<file path="config.mk">
export PLATFORM = sky130hd
export DESIGN_NAME = sgbus_regfile
export DESIGN_NICKNAME = d
export VERILOG_FILES = /design/src/rtl/sgbus_pkg.sv /design/src/rtl/sgbus_ctrl.sv /design/src/rtl/sgbus_regs.sv /design/src/rtl/sgbus_regfile.sv
export SDC_FILE = /design/constraint.sdc
export NUM_CORES = 1
export LEC_CHECK = 0
export ABC_AREA = 1
export ABC_CLOCK_PERIOD_IN_PS = 3000
export BUFFER_PORTS_ARGS = -buffer_cell sky130_fd_sc_hd__buf_2
export CAP_MARGIN = 20
export CORE_MARGIN = 4
export CORE_UTILIZATION = 40
export DETAILED_ROUTE_END_ITERATION = 7
export PLACE_DENSITY = 0.62
export SYNTH_ARGS = -nofsm -noshare
export SYNTH_HDL_FRONTEND = slang
export SYNTH_SLANG_ARGS = --single-unit
</file>
<file path="constraint.sdc">
create_clock -name clk -period 3 [get_ports clk]
set_input_delay 0.6 -clock clk [delete_from_list [all_inputs] [get_ports clk]]
set_output_delay 0.6 -clock clk [all_outputs]
set_load 0.01 [all_outputs]
</file>
<file path="src/rtl/sgbus_pkg.sv">
package sgbus_pkg;
  localparam int DATA_W   = 8;
  localparam int ADDR_W   = 4;
  localparam int NUM_REGS = 1 << ADDR_W;
  localparam int SEL_W    = DATA_W - ADDR_W;
  localparam int VOICES   = 3;
  localparam int TONE_W   = 12;
  localparam int AMP_W    = 5;

  localparam int ADDR_NOISE = 6;
  localparam int ADDR_MIXER = 7;
  localparam int ADDR_AMP0  = 8;
  localparam int ADDR_ENVLO = 11;
  localparam int ADDR_ENVHI = 12;
  localparam int ADDR_SHAPE = 13;
  localparam int ADDR_PORTA = 14;
  localparam int ADDR_PORTB = 15;
  localparam int DIR_A_BIT  = 6;
  localparam int DIR_B_BIT  = 7;

  typedef enum logic [1:0] {OP_IDLE, OP_READ, OP_WRITE, OP_LATCH} busOp_t;

  typedef struct packed {
    logic              wrEn;
    logic              rdEn;
    logic [ADDR_W-1:0] addr;
  } regStrobe_t;

  // Storage width of each register, as a keep-mask
  function automatic logic [DATA_W-1:0] regMask(input int unsigned a);
    if (a == 1 || a == 3 || a == 5 || a == ADDR_SHAPE) return 8'h0F;
    if (a == ADDR_NOISE || (a >= ADDR_AMP0 && a < ADDR_AMP0 + VOICES)) return 8'h1F;
    return 8'hFF;
  endfunction
endpackage

</file>
<file path="src/rtl/sgbus_ctrl.sv">
module sgbus_ctrl
  import sgbus_pkg::*;
#(
  parameter int SEL_CODE = 0
) (
  input  logic              clk,
  input  logic              rstN,
  input  logic              busDir,
  input  logic              busCtl2,
  input  logic              busCtl1,
  input  logic [DATA_W-1:0] busIn,
  output regStrobe_t        strobe,
  output logic              selected
);
  localparam logic [SEL_W-1:0] SEL_VAL = SEL_W'(SEL_CODE);

  busOp_t            op;
  logic [ADDR_W-1:0] addrQ;

  always_comb begin
    op = OP_IDLE;
    if (busCtl2) begin
      unique case ({busDir, busCtl1})
        2'b01:   op = OP_READ;
        2'b10:   op = OP_WRITE;
        2'b11:   op = OP_LATCH;
        default: op = OP_IDLE;
      endcase
    end
  end

  always_ff @(posedge clk) begin
    if (!rstN) begin
      addrQ    <= '0;
      selected <= 1'b1;
    end else if (op == OP_LATCH) begin
      addrQ    <= busIn[ADDR_W-1:0];
      selected <= (busIn[DATA_W-1:ADDR_W] == SEL_VAL);
    end
  end

  always_comb begin
    strobe.wrEn = (op == OP_WRITE) && selected;
    strobe.rdEn = (op == OP_READ) && selected;
    strobe.addr = addrQ;
  end
endmodule

</file>
<file path="src/rtl/sgbus_regs.sv">
module sgbus_regs
  import sgbus_pkg::*;
(
  input  logic                    clk,
  input  logic                    rstN,
  input  regStrobe_t              strobe,
  input  logic [DATA_W-1:0]       busIn,
  output logic [DATA_W-1:0]       busOut,
  output logic                    busOe,
  input  logic [DATA_W-1:0]       portAIn,
  output logic [DATA_W-1:0]       portAOut,
  output logic                    portAOe,
  input  logic [DATA_W-1:0]       portBIn,
  output logic [DATA_W-1:0]       portBOut,
  output logic                    portBOe,
  output logic [VOICES*TONE_W-1:0] tonePeriod,
  output logic [4:0]              noisePeriod,
  output logic [5:0]              mixerEn,
  output logic [VOICES*AMP_W-1:0] ampLevel,
  output logic [2*DATA_W-1:0]     envPeriod,
  output logic [3:0]              envShape
);
  logic [DATA_W-1:0] regQ [NUM_REGS];
  logic [DATA_W-1:0] rdVal;

  always_ff @(posedge clk) begin
    for (int i = 0; i < NUM_REGS; i++) begin
      if (!rstN) regQ[i] <= '0;
      else if (strobe.wrEn && strobe.addr == ADDR_W'(i)) regQ[i] <= busIn & regMask(i);
    end
  end

  assign portAOe  = regQ[ADDR_MIXER][DIR_A_BIT];
  assign portBOe  = regQ[ADDR_MIXER][DIR_B_BIT];
  assign portAOut = regQ[ADDR_PORTA];
  assign portBOut = regQ[ADDR_PORTB];

  always_comb begin
    rdVal = regQ[strobe.addr];
    if (strobe.addr == ADDR_W'(ADDR_PORTA) && !portAOe) rdVal = portAIn;
    if (strobe.addr == ADDR_W'(ADDR_PORTB) && !portBOe) rdVal = portBIn;
  end

  assign busOe  = strobe.rdEn;
  assign busOut = strobe.rdEn ? rdVal : '0;

  for (genvar v = 0; v < VOICES; v++) begin : gVoice
    assign tonePeriod[v*TONE_W +: TONE_W] = {regQ[2*v+1][TONE_W-DATA_W-1:0], regQ[2*v]};
    assign ampLevel[v*AMP_W +: AMP_W]     = regQ[ADDR_AMP0+v][AMP_W-1:0];
  end

  assign noisePeriod = regQ[ADDR_NOISE][4:0];
  assign mixerEn     = regQ[ADDR_MIXER][5:0];
  assign envPeriod   = {regQ[ADDR_ENVHI], regQ[ADDR_ENVLO]};
  assign envShape    = regQ[ADDR_SHAPE][3:0];
endmodule

</file>
<file path="src/rtl/sgbus_regfile.sv">
module sgbus_regfile
  import sgbus_pkg::*;
#(
  parameter int SEL_CODE = 0
) (
  input  logic                     clk,
  input  logic                     rstN,
  input  logic                     busDir,
  input  logic                     busCtl2,
  input  logic                     busCtl1,
  input  logic [DATA_W-1:0]        busIn,
  output logic [DATA_W-1:0]        busOut,
  output logic                     busOe,
  input  logic [DATA_W-1:0]        portAIn,
  output logic [DATA_W-1:0]        portAOut,
  output logic                     portAOe,
  input  logic [DATA_W-1:0]        portBIn,
  output logic [DATA_W-1:0]        portBOut,
  output logic                     portBOe,
  output logic [VOICES*TONE_W-1:0] tonePeriod,
  output logic [4:0]               noisePeriod,
  output logic [5:0]               mixerEn,
  output logic [VOICES*AMP_W-1:0]  ampLevel,
  output logic [2*DATA_W-1:0]      envPeriod,
  output logic [3:0]               envShape
);
  regStrobe_t strobe;
  logic       selected;

  sgbus_ctrl #(.SEL_CODE(SEL_CODE)) uCtrl (
    .clk(clk), .rstN(rstN), .busDir(busDir), .busCtl2(busCtl2), .busCtl1(busCtl1),
    .busIn(busIn), .strobe(strobe), .selected(selected)
  );

  sgbus_regs uRegs (
    .clk(clk), .rstN(rstN), .strobe(strobe), .busIn(busIn),
    .busOut(busOut), .busOe(busOe),
    .portAIn(portAIn), .portAOut(portAOut), .portAOe(portAOe),
    .portBIn(portBIn), .portBOut(portBOut), .portBOe(portBOe),
    .tonePeriod(tonePeriod), .noisePeriod(noisePeriod), .mixerEn(mixerEn),
    .ampLevel(ampLevel), .envPeriod(envPeriod), .envShape(envShape)
  );
endmodule

</file>
## Word-level counts from Yosys, hierarchy flattened

Memories as Yosys holds them, arrays and structs flattened. A register that Yosys moved wholly into a read port is not among the register bits.
Index checks and enable logic that the tools add are counted.

| storage, ports and cells | value |
|---|---|
| register bits | 5 |
| memories | 1 |
| logic and storage cells | 184 |
| RAM bits | 128 |

Memory list:

| memory | words | width | rd ports | clocked after memory_dff | wr ports | RTL line | source |
|---|---|---|---|---|---|---|---|
| uRegs.regQ | 16 | 8 | 17 | 1 | 16 | sgbus_regs.sv:23 | `logic [DATA_W-1:0] regQ [NUM_REGS];` |

| operators by class | value |
|---|---|
| reduce and logical (&&, ||, !) cells | 24 |
| eq/ne operators | 21 |
| bitwise gates (word level) | 24 |
| multiplexer cells | 112 |

Operators with widths:

| kind | number |
|---|---|
| 8-bit 2-to-1 mux | 43 |
| 1-bit 2-to-1 mux | 65 |
| 8-bit bitwise AND | 8 |
| 4-bit equality test (second input constant) | 8 |
| 1-bit logical AND | 20 |
| 4-bit by 3-bit equality test with 1-bit output (second input constant) | 4 |
| 1-bit bitwise OR | 16 |
| 2-bit equality test (second input constant) | 4 |
| 4-bit by 2-bit equality test with 1-bit output (second input constant) | 2 |
| 4-bit logical NOT | 2 |
| 4-bit 2-to-1 mux | 2 |
| 2-bit one-hot mux with 3 select lines | 1 |
| 2-bit by 1-bit equality test with 1-bit output (second input constant) | 2 |
| 4-bit by 1-bit equality test with 1-bit output (second input constant) | 1 |
| 1-bit logical NOT | 2 |
| 2-bit 2-to-1 mux | 1 |

## Depth between registers and ports, before layout

Gate-level depths: netlist (run 1).

| logic depth | value |
|---|---|
| depth in word-level cells | 13 |
| mapped depth | 12 |
| depth with buffers taken out | 10 |

## Hierarchy

From an unflattened synthesis (run 1), not the netlist that was laid out.

| second synthesis, totals | value |
|---|---|
| cells, all modules | 603 |
| area total of the unflattened synthesis | 5,272.6 um^2 |

Modules (own cells, without submodules):

| module | sequential area each (um^2) | times used | cells each | area each (um^2) |
|---|---|---|---|---|
| sgbus_regs | 3,002.9 | 1 | 565 | 5,029.8 |
| sgbus_ctrl | 100.1 | 1 | 38 | 242.7 |

## Worst setup path before layout (run 1)

OpenSTA, ideal clock, no wires.

| timing | value |
|---|---|
| path type | input -> output |
| start | input port busCtl1 |
| end | output port busOut[2] |
| arrival time | 1,606 ps |
| slack | 794 ps |
| path buffers | 0 |
| cell stages on the path | 4 |
| path through | nand2_1 nor3_1 o21ai_0 a21oi_1 |

| on the way | value |
|---|---|
| cells in the longest elaborated chain, start to end | 6 |
| elaborated cells between the ends (all ways) | 8 |
| those cells by class | 4 x eq/ne; 3 x mux; 1 x reduce/logical |

Ends and longest elaborated chain:

| element | RTL line | source |
|---|---|---|
| start, declared | sgbus_regfile.sv:10 | `input logic busCtl1,` |
| 2-bit equality test / 2-bit by 1-bit equality test with 1-bit output (equally long branches) | sgbus_ctrl.sv:23 | `unique case ({busDir, busCtl1})` |
| 2-bit one-hot mux with 3 select lines (*) | sgbus_ctrl.sv:23 |  |
| 2-bit 2-to-1 mux (*) | sgbus_ctrl.sv:22 | `if (busCtl2) begin` |
| 2-bit by 1-bit equality test with 1-bit output (*) | sgbus_ctrl.sv:44 | `strobe.rdEn = (op == OP_READ) && selected;` |
| 1-bit logical AND (*) | sgbus_ctrl.sv:44 |  |
| via busOe | sgbus_regfile.sv:13 | `output logic busOe,` |
| 8-bit 2-to-1 mux (*) | sgbus_regs.sv:45 | `assign busOut = strobe.rdEn ? rdVal : '0;` |
| end, declared | sgbus_regfile.sv:12 | `output logic [DATA_W-1:0] busOut,` |

Mark *: on every way through the listed nets, which the timed path passes. The rest lies on a longest branch.

==> results of run 1 <==
[critical path, stage by stage (launching register included)]
cell                      delay (ns)
sky130_fd_sc_hd__dfxtp_1        0.47
sky130_fd_sc_hd__nor2_1         0.60
sky130_fd_sc_hd__nand2_1        0.12
sky130_fd_sc_hd__o21ai_0        0.14
sky130_fd_sc_hd__a21oi_1        0.12
sky130_fd_sc_hd__nand2_1        0.08
sky130_fd_sc_hd__nand2_1        0.05
sky130_fd_sc_hd__a21oi_1        0.11
sky130_fd_sc_hd__buf_2          0.15
[sequential cells by signal (all words and copies together) (netlist names), named ones only]
register	count
uCtrl.addrQ	4
uRegs.regQ	100
uCtrl.selected	1
[metal layers]
layer,part of all wire,GRT usage,vias to the layer above
met5,0,0,-
met4,0.019,0.06502,0
met3,0.074,0.03270,24
met2,0.48,0.3552,208
met1,0.42,0.2942,2256
li1,-,-,2295
[synth_stat cells]
master	count	area (um2)
sky130_fd_sc_hd__nand3_1	56	280.3
sky130_fd_sc_hd__nor3_4	2	32.53
sky130_fd_sc_hd__edfxtp_1	100	3003
sky130_fd_sc_hd__a21oi_1	18	90.09
sky130_fd_sc_hd__nand2_2	2	12.51
sky130_fd_sc_hd__inv_2	2	7.510
sky130_fd_sc_hd__inv_1	62	232.7
sky130_fd_sc_hd__nor3_2	1	10.01
sky130_fd_sc_hd__or2_0	6	37.54
sky130_fd_sc_hd__buf_6	1	11.26
sky130_fd_sc_hd__buf_2	12	60.06
sky130_fd_sc_hd__nor3_1	1	5.000
sky130_fd_sc_hd__dfxtp_1	9	180.2
sky130_fd_sc_hd__nand2_1	153	574.3
sky130_fd_sc_hd__nor2_1	137	514.2
sky130_fd_sc_hd__a21oi_2	2	17.52
sky130_fd_sc_hd__nand4_1	1	6.260
sky130_fd_sc_hd__clkbuf_1	13	48.80
sky130_fd_sc_hd__buf_4	1	7.510
sky130_fd_sc_hd__o211ai_1	1	7.510
sky130_fd_sc_hd__clkinv_1	7	26.28
sky130_fd_sc_hd__or2_2	2	12.51
sky130_fd_sc_hd__o21ai_0	39	195.2
[cell families after synthesis]
kind of cell,share of synthesized area
simple gates,0.2764
flops,0.5925
buf+inv,0.07336
compound gates,0.05776
[final timing paths]
| kind | start | endpoint | slack (ns) | depth (start not counted) |
|---|---|---|---|---|
| worst min-delay path | uCtrl.selected | uCtrl.selected | 0.50 | 2 |
| worst min register to register | uCtrl.selected | uCtrl.selected | 0.50 | 2 |
| worst max-delay path | register | busOut[5] | 0.21 | 8 |
| worst max register to register | uCtrl.selected | uRegs.regQ[3][3] | 0.91 | 6 |
[metrics by stage]
stage                     area, um2  hold slack (ns)  worst slack [ns]  cells
final                          6614           0.4997            0.2084    945
after global routing           6614           0.5371           0.05674    945
after CTS                      6610           0.4968            0.2165    945
after detailed placement       6264           0.4738            0.5983    929
after global placement         6264           0.4694            0.6305    929
after floorplan                5373           0.4460            0.7939    628
[what timing repair did]
| item | in CTS | in global routing |
|---|---|---|
| setup endpoints to repair | 0 | 1 |
| hold buffers | 0 | 0 |
| endpoints found under the hold margin | 0 | 0 |
| buffers inserted | 0 | 0 |
| resized for setup | 0 | 1 |
[power groups by stage]
| stage | Clock, uW | Combinational [uW] | Sequential, uW |
|---|---|---|---|
| after floorplan | 0 | 158 | 1800 |
| after global placement | 0 | 322 | 1780 |
| after detailed placement | 0 | 327 | 1780 |
| after CTS | 1380 | 329 | 1750 |
| after global routing | 1440 | 364 | 1750 |
| final | 1370 | 328 | 1750 |
[final cells by class]
type                    count  area, um2  area share
flip-flops and latches    109       3183      0.4813
inverters                  71      266.5     0.04030
multi-input cells         421       1799      0.2720
clock inverters             7      121.4     0.01835
clock buffers               9      225.2     0.03405
well taps                 176      220.2     0.03330
repair buffers            152      798.3      0.1207
==> summary.log, run 1 <==
qor: synthesis.post_synth_instance_area 0.005373 mm2
qor: global_route.grt_max_degree 38
qor: floorplanning.chipHeight 123.9 um
qor: synthesis.count_of_warnings_emitted_by_yosys 0
qor: setup_path.setup.worst_path.class register to output port
qor: setup_path.cp-end-kind output port
qor: routing.total_detailed_routing_wirelength 16510 um
qor: clocking.cts_tree built
qor: sta.clock_skew 0.007404 ns
qor: floorplanning.io_pins 138
qor: global_route.global_router_s_overall_resource_usage 0.2150
qor: global_route.antenna_found_initial 0
qor: routing.vias_per_cell 5.061
qor: synthesis.ys_seq_area_frac 0.5925
qor: clocking.clock_path_buffers 2
qor: sta.setup_viol_count_final 0
qor: layout.final_core_util 0.5014
qor: setup_path.critical_path_arrival 2.19 ns
qor: floorplanning.placement_row_count 42
qor: clocking.ctsHtreeMaxLevel 3
qor: layout.fill_cells 1286
qor: setup_path.worst-endpoint-required 2.40 ns
qor: routing.initialDrtViolationCount 384
qor: power_and_ir_drop.p_per_area 520.8 mW/mm2
qor: synthesis.mappedNetlistNets 657
qor: routing.wire_per_inst 17.47 um
qor: synthesis.postSynthCellCount 628
qor: power_and_ir_drop.cellInternalPower 2634 uW
qor: placed_design.place_hpwl 12020 um
qor: sta.timing.final.crit_share 0.9305
qor: clocking.clock_insertion_delay_worst_skew 0.35 ns
qor: setup_path.critical_path.max_fanout 14
qor: power_and_ir_drop.power_frac_comb 0.095
qor: layout.syn_to_final_growth 23.10%
qor: power_and_ir_drop.total_net_switching_power 809.9 uW
qor: layout.antenna_cells 0
qor: sta.worst_pin_slew 0.7504 ns
qor: floorplanning.die_w 123.9 um
qor: sta.hold_viol_final 0
qor: routing.num_vias 4783
qor: floorplanning.initial_utilization 0.4073
qor: routing.drtPass1Iterations 6
qor: floorplanning.core_area 0.01319 mm2
qor: clocking.clock_sink_count 109
qor: clocking.clkTransAtPathRegs 0.07 ns
qor: global_route.first_global_vias 4607
qor: power_and_ir_drop.worst_ir_drop_vdd 0.3640 mV
qor: layout.drive_above_1_share 0.2341
qor: synthesis.flop_and_latch_count_out_of_synthesis 109
qor: routing.drt_drc_violations_left 0
qor: power_and_ir_drop.power_frac_seq 0.507
qor: synthesis.synthesis.area_per_instance 8.555 um2
qor: placed_design.io_buffers 137
qor: power_and_ir_drop.swShare 0.2351
qor: layout.finish.net_count 793
qor: min_path.hold_path.class register to register
qor: sta.period_minus_slack 2.792 ns
qor: global_route.grt_first_pass_wirelength 24560 um
qor: routing.drt.antenna.violating_nets 0
qor: clocking.tritoncts.num_buffers 9
qor: layout.mostFrequentLayoutCells sky130_fd_sc_hd__nand2_1, sky130_fd_sc_hd__nor2_1, sky130_fd_sc_hd__buf_2, sky130_fd_sc_hd__edfxtp_1, sky130_fd_sc_hd__inv_1
qor: job.timing.max_cap.violations 0
qor: run_status.run_status completed
qor: setup_path.crit_path_start_kind register
qor: sta.max_freq 358.2 MHz
qor: sta.max_slew_violation_total_from_the_final_report 0
qor: sta.setup_tns 0 ns
qor: clocking.clock_tree.root_cell sky130_fd_sc_hd__clkbuf_16
qor: global_route.globalRouteOverflowTotal 0
qor: floorplanning.design.die.area 0.01535 mm2
qor: power_and_ir_drop.power_leakage 0.003086 uW
qor: synthesis.synthDistinctLibCells 23
qor: layout.layout_commonest_cell sky130_fd_sc_hd__nand2_1
qor: sta.grt_setup_unrepaired false
qor: power_and_ir_drop.p_clk_frac 0.398
qor: sta.max-slew-margin-rel 0.4967
qor: placed_design.gp_congestion 0.9073
qor: power_and_ir_drop.p_total 3444 uW
No activity file was read; power rests on OpenSTA's default activity.
==> run 2, diff against run 1 <==
--- a/config.mk
+++ b/config.mk
@@ -12,6 +12,7 @@
 export CORE_MARGIN = 4
 export CORE_UTILIZATION = 40
 export DETAILED_ROUTE_END_ITERATION = 7
+export MAX_ROUTING_LAYER = met4
 export PLACE_DENSITY = 0.62
 export SYNTH_ARGS = -nofsm -noshare
 export SYNTH_HDL_FRONTEND = slang
==> summary.log, run 2 (synthesis gave the netlist of run 1 again) <==
qor: run_status.run_status completed
qor: placed_design.dp_worst_setup_slack 0.5983 ns
qor: clocking.clkTransAtPathRegs 0.07 ns
qor: clocking.clock_path_buffers 2
qor: sta.max_slew_violation_total_from_the_final_report 0
qor: sta.setup_tns 0 ns
qor: power_and_ir_drop.p_total 3447 uW
qor: sta.period_minus_slack 2.798 ns
qor: clocking.ctsHtreeMaxLevel 3
qor: layout.layout_commonest_cell sky130_fd_sc_hd__nand2_1
qor: layout.largest_register_ff_count 100
qor: min_path.hold_path.class register to register
qor: setup_path.setup.worst_path.class register to output port
qor: sta.max_freq 357.4 MHz
qor: floorplanning.design.die.area 0.01535 mm2
qor: sta.worst_pin_slew 0.7455 ns
qor: routing.total_detailed_routing_wirelength 16510 um
qor: setup_path.crit_path_start_kind register
qor: global_route.global_router_s_overall_resource_usage 0.2210
qor: clocking.tritoncts.num_buffers 9
qor: power_and_ir_drop.power_leakage 0.003086 uW
qor: routing.vias_per_cell 5.054
qor: setup_path.cell_chain_of_the_critical_path nor2_1 -> nand2_1 -> o21ai_0 -> a21oi_1 -> nand2_1 -> nand2_1 -> a21oi_1 -> buf_2
qor: sta.hold_viol_final 0
qor: floorplanning.placement_row_count 42
qor: setup_path.critical_path_arrival 2.20 ns
qor: setup_path.worst-endpoint-required 2.40 ns
qor: routing.wire_per_inst 17.48 um
qor: setup_path.cp.buffers_inverters 1
qor: setup_path.crit_slowest_cell sky130_fd_sc_hd__nor2_1
qor: power_and_ir_drop.p_per_area 521.3 mW/mm2
qor: power_and_ir_drop.worst_ir_drop_vdd 0.3642 mV
qor: layout.regMostFlops uRegs.regQ
qor: floorplanning.core_area 0.01319 mm2
qor: global_route.first_global_vias 4612
qor: clocking.cts_tree built
qor: setup_path.critical_path.max_fanout 14
qor: setup_path.critical_path.top_delay_family simple AND/OR/NAND/NOR gates
qor: job.timing.max_cap.violations 0
qor: power_and_ir_drop.power_frac_seq 0.506
qor: layout.antenna_cells 0
qor: routing.initialDrtViolationCount 409
qor: placed_design.gp_congestion 0.9229
qor: setup_path.crit_path_frequent_cell sky130_fd_sc_hd__nand2_1
qor: routing.num_vias 4776
qor: sta.finalWorstSetupSlack 0.2022 ns
qor: clocking.clock_insertion_delay_worst_skew 0.35 ns
qor: floorplanning.chipHeight 123.9 um
qor: global_route.globalRouteOverflowTotal 0
qor: placed_design.io_buffers 137
qor: sta.grt_setup_unrepaired false
qor: setup_path.cp-end-kind output port
qor: clocking.clock_tree.root_cell sky130_fd_sc_hd__clkbuf_16
qor: layout.drive_above_1_share 0.2341
qor: sta.hold_slack 0.4996 ns
qor: floorplanning.io_pins 138
qor: floorplanning.initial_utilization 0.4073
qor: power_and_ir_drop.power_frac_comb 0.095
qor: sta.max-slew-margin-rel 0.4999
qor: global_route.antenna_found_initial 0
qor: sta.clock_skew 0.01005 ns
qor: global_route.grt_max_degree 38
qor: floorplanning.die_w 123.9 um
qor: placed_design.placed_cells 929
qor: power_and_ir_drop.swShare 0.2358
qor: layout.syn_to_final_growth 23.10%
qor: global_route.grt_first_pass_wirelength 24540 um
qor: layout.post_layout_nonfiller_instances 945
qor: sta.timing.final.crit_share 0.9326
qor: clocking.clock_sink_count 109
qor: placed_design.place_hpwl 12020 um
qor: layout.finish.net_count 793
qor: layout.mostFrequentLayoutCells sky130_fd_sc_hd__nand2_1, sky130_fd_sc_hd__nor2_1, sky130_fd_sc_hd__buf_2, sky130_fd_sc_hd__edfxtp_1, sky130_fd_sc_hd__inv_1
qor: sta.setup_viol_count_final 0
qor: power_and_ir_drop.cellInternalPower 2634 uW
qor: power_and_ir_drop.p_clk_frac 0.399
qor: setup_path.slowest_delay 0.60 ns
qor: clocking.post_cts_resized 0
qor: routing.drt.antenna.violating_nets 0
qor: clocking.holdBufCountCts 0
qor: routing.drtPass1Iterations 5
qor: routing.drt_drc_violations_left 0
qor: layout.top_regs uRegs.regQ: 100 flops, uCtrl.addrQ: 4 flops, uCtrl.selected: 1 flops
qor: power_and_ir_drop.total_net_switching_power 813.1 uW
qor: clocking.postCtsSetupBuffers 0
## run 2: cell counts in the layout (fill, tap and decap cells not counted)
Identical to the previous run, type by type.
## run 2: tightest hold or removal path, cell delays in order, from the launching register on
cell and delay [ns]:
sky130_fd_sc_hd__dfxtp_1 0.33, sky130_fd_sc_hd__nand2_1 0.06, sky130_fd_sc_hd__o211ai_1 0.08
## run 2: final timing paths
check / slack [ns] / endpoint / start / depth (start not counted)
hold reg to reg: 0.50 / uCtrl.selected / uCtrl.selected / 2
hold / removal: 0.50 / uCtrl.selected / uCtrl.selected / 2
setup / recovery: 0.20 / busOut[5] / register / 8
setup reg to reg: 0.90 / uRegs.regQ[3][3] / uCtrl.selected / 6
## run 2: power groups by stage
stage,Sequential [uW],Combinational [uW],Clock [uW]
after CTS,1750,329,1380
final,1750,328,1370
after global placement,1780,322,0
after detailed placement,1780,327,0
after floorplan,1800,158,0
after global routing,1750,364,1440
## run 2: cell type report
cell class              instances  area (um2)
clock buffers                   9       225.2
fillers                      1286        6576
clock inverters                 7       121.4
inverters                      71       266.5
well taps                     176       220.2
repair buffers                152       798.3
flip-flops and latches        109        3183
multi-input cells             421        1799
## run 2: per-stage QoR
| step | area (um2) | util |
|---|---|---|
| floorplan | 5373 | - |
| global placement | 6264 | 0.4749 |
| detailed placement | 6264 | 0.4749 |
| CTS | 6610 | 0.5011 |
| global route | 6614 | 0.5014 |
| finish | 6614 | 0.5014 |
## run 2: metal layers
layer / up-vias / routed length [um] / GRT usage
met3: 27 / 1243 / 0.03179
met1: 2246 / 6980 / 0.2939
met4: 0 / 287 / 0.06502
met2: 209 / 8002 / 0.3555
li1: 2294 / - / -
met5: - / 0 / -
==> run 3, diff against run 2 <==
--- a/config.mk
+++ b/config.mk
@@ -11,6 +11,7 @@
 export CAP_MARGIN = 20
 export CORE_MARGIN = 4
 export CORE_UTILIZATION = 40
+export CTS_BUF_LIST = sky130_fd_sc_hd__clkbuf_4
 export DETAILED_ROUTE_END_ITERATION = 7
 export MAX_ROUTING_LAYER = met4
 export PLACE_DENSITY = 0.62
==> summary.log, run 3 (synthesis gave the netlist of run 1 again) <==
qor: power_and_ir_drop.total_net_switching_power 760.2 uW
qor: floorplanning.placement_row_count 42
qor: min_path.hold_path.class register to register
qor: layout.largest_register_ff_count 100
qor: power_and_ir_drop.p_per_area 463.4 mW/mm2
qor: global_route.first_global_vias 4599
qor: layout.top_regs uRegs.regQ: 100 flops, uCtrl.addrQ: 4 flops, uCtrl.selected: 1 flops
qor: routing.vias_per_cell 5.033
qor: sta.finalWorstSetupSlack 0.1860 ns
qor: floorplanning.io_pins 138
qor: sta.max_freq 355.4 MHz
qor: setup_path.crit_path_start_kind register
qor: floorplanning.initial_utilization 0.4073
qor: job.timing.max_cap.violations 0
qor: power_and_ir_drop.p_clk_frac 0.309
qor: layout.drive_above_1_share 0.2367
qor: layout.final_core_util 0.4911
qor: layout.mostFrequentLayoutCells sky130_fd_sc_hd__nand2_1, sky130_fd_sc_hd__buf_2, sky130_fd_sc_hd__nor2_1, sky130_fd_sc_hd__edfxtp_1, sky130_fd_sc_hd__inv_1
qor: sta.max-slew-margin-rel 0.5105
qor: clocking.clkTransAtPathRegs 0.17 ns
qor: routing.wire_per_inst 17.41 um
qor: power_and_ir_drop.power_frac_seq 0.581
qor: routing.num_vias 4756
qor: setup_path.cp-end-kind output port
qor: sta.hold_viol_final 0
qor: sta.clock_skew 0.02170 ns
qor: routing.drt_drc_violations_left 0
qor: power_and_ir_drop.cellInternalPower 2241 uW
qor: min_path.timing.hold.worst_path_depth 2
qor: floorplanning.chipHeight 123.9 um
qor: clocking.cts_tree built
qor: placed_design.io_buffers 137
qor: clocking.holdBufCountCts 0
qor: layout.regMostFlops uRegs.regQ
qor: setup_path.crit-reg2reg-launch uCtrl.selected
qor: sta.period_minus_slack 2.814 ns
qor: power_and_ir_drop.power_leakage 0.003020 uW
qor: global_route.grt_first_pass_wirelength 24410 um
qor: floorplanning.die_w 123.9 um
qor: routing.initialDrtViolationCount 439
qor: setup_path.critical_path.max_fanout 21
qor: global_route.globalRouteOverflowTotal 0
qor: layout.final_area 0.006477 mm2
qor: layout.syn_to_final_growth 20.56%
qor: power_and_ir_drop.power_frac_comb 0.109
qor: setup_path.critical_path_arrival 2.21 ns
qor: setup_path.crit-reg2reg-capture uRegs.regQ[3][3]
qor: layout.finish.net_count 793
qor: placed_design.dpl_cell_area 0.006264 mm2
qor: clocking.clock_sink_count 109
qor: global_route.global_router_s_overall_resource_usage 0.2210
qor: placed_design.gp_congestion 0.9229
qor: setup_path.cp-endpoint busOut[2]
qor: sta.timing.final.crit_share 0.9380
qor: routing.drt.antenna.violating_nets 0
qor: sta.setup_viol_count_final 0
qor: power_and_ir_drop.worst_ir_drop_vdd 0.3479 mV
qor: clocking.clock_tree.root_cell sky130_fd_sc_hd__clkbuf_4
qor: layout.layout_commonest_cell sky130_fd_sc_hd__nand2_1
qor: setup_path.timing.reg2reg.setup_slack 0.90 ns
qor: power_and_ir_drop.p_total 3001 uW
qor: clocking.ctsHtreeMaxLevel 3
qor: floorplanning.design.die.area 0.01535 mm2
qor: global_route.antenna_found_initial 0
qor: global_route.grt_max_degree 38
qor: setup_path.worst-endpoint-required 2.40 ns
qor: clocking.tritoncts.num_buffers 9
qor: setup_path.r2r_cells 6
qor: sta.grt_setup_unrepaired true
qor: setup_path.setup.worst_path.class register to output port
qor: power_and_ir_drop.swShare 0.2533
qor: placed_design.place_hpwl 12020 um
qor: sta.worst_pin_slew 0.7297 ns
qor: routing.drtPass1Iterations 5
qor: routing.total_detailed_routing_wirelength 16450 um
qor: floorplanning.core_area 0.01319 mm2
qor: run_status.run_status completed
qor: layout.antenna_cells 0
qor: clocking.clock_path_buffers 2
qor: sta.max_slew_violation_total_from_the_final_report 0
qor: clocking.clock_insertion_delay_worst_skew 0.48 ns
qor: placed_design.dp_worst_setup_slack 0.5983 ns
## run 3: changes by cell type in the layout (fill, tap and decap cells not counted), sizes merged
cell      change
clkinvlp      +1
inv           -1
## run 3: worst min path at each step
| stage | startpoint | end |
|---|---|---|
| CTS | uCtrl.selected | uCtrl.selected |
| floorplan | uCtrl.selected | uCtrl.selected |
| global placement | uCtrl.selected | uCtrl.selected |
| global route | uCtrl.selected | uCtrl.selected |
| detailed placement | uCtrl.selected | uCtrl.selected |
| finish | uCtrl.selected | uCtrl.selected |
## run 3: layout make-up
type	instances	area, um2
fill	1305	6713
sequential	109	3183
multi-input combinational	421	1802
timing repair buffer	152	813.3
inverter	71	270.3
tap	176	220.2
clock inverter	7	121.4
clock buffer	9	67.56
## run 3: layer usage
layer | global-route usage | up-vias | wire length [um] | part of all wire
li1 | - | 2294 | - | -
met1 | 0.2929 | 2250 | 6892 | 0.42
met2 | 0.3555 | 187 | 8008 | 0.49
met3 | 0.03270 | 25 | 1262 | 0.077
met4 | 0.06639 | 0 | 289 | 0.018
met5 | - | - | 0 | 0
## run 3: power by group through the flow
stage / Combinational [uW] / Sequential [uW] / Clock, uW
CTS: 329 / 1750 / 936
global route: 365 / 1750 / 1000
global placement: 322 / 1780 / 0
detailed placement: 327 / 1780 / 0
floorplan: 158 / 1800 / 0
finish: 328 / 1750 / 928
## run 3: worst max-delay path, stage by stage, from the launching register on
cell and delay, ns:
sky130_fd_sc_hd__dfxtp_1 0.36, sky130_fd_sc_hd__buf_8 0.15, sky130_fd_sc_hd__inv_1 0.11, sky130_fd_sc_hd__buf_6 0.21, sky130_fd_sc_hd__nand2_1 0.08, sky130_fd_sc_hd__nand2_1 0.06, sky130_fd_sc_hd__nand2_1 0.05, sky130_fd_sc_hd__a21oi_1 0.21
sky130_fd_sc_hd__nor2_1 0.07, sky130_fd_sc_hd__nand2_1 0.08, sky130_fd_sc_hd__nand2_1 0.06, sky130_fd_sc_hd__a21oi_1 0.12, sky130_fd_sc_hd__buf_2 0.15
## run 3: timing repair
item | 4_1_cts | 5_1_grt
setup endpoints to repair | 0 | 8
resized for setup | 0 | 7
endpoints found under the hold margin | 0 | 0
buffers inserted | 0 | 0
## run 3: per-stage QoR
stage	std cells	hold slack (ns)	setup TNS, ns
6_report	945	0.5132	0
4_1_cts	945	0.5156	0
5_1_grt	945	0.5476	-0.03676
3_5_place_dp	929	0.4738	0
2_1_floorplan	628	0.4460	0
3_3_place_gp	929	0.4694	0
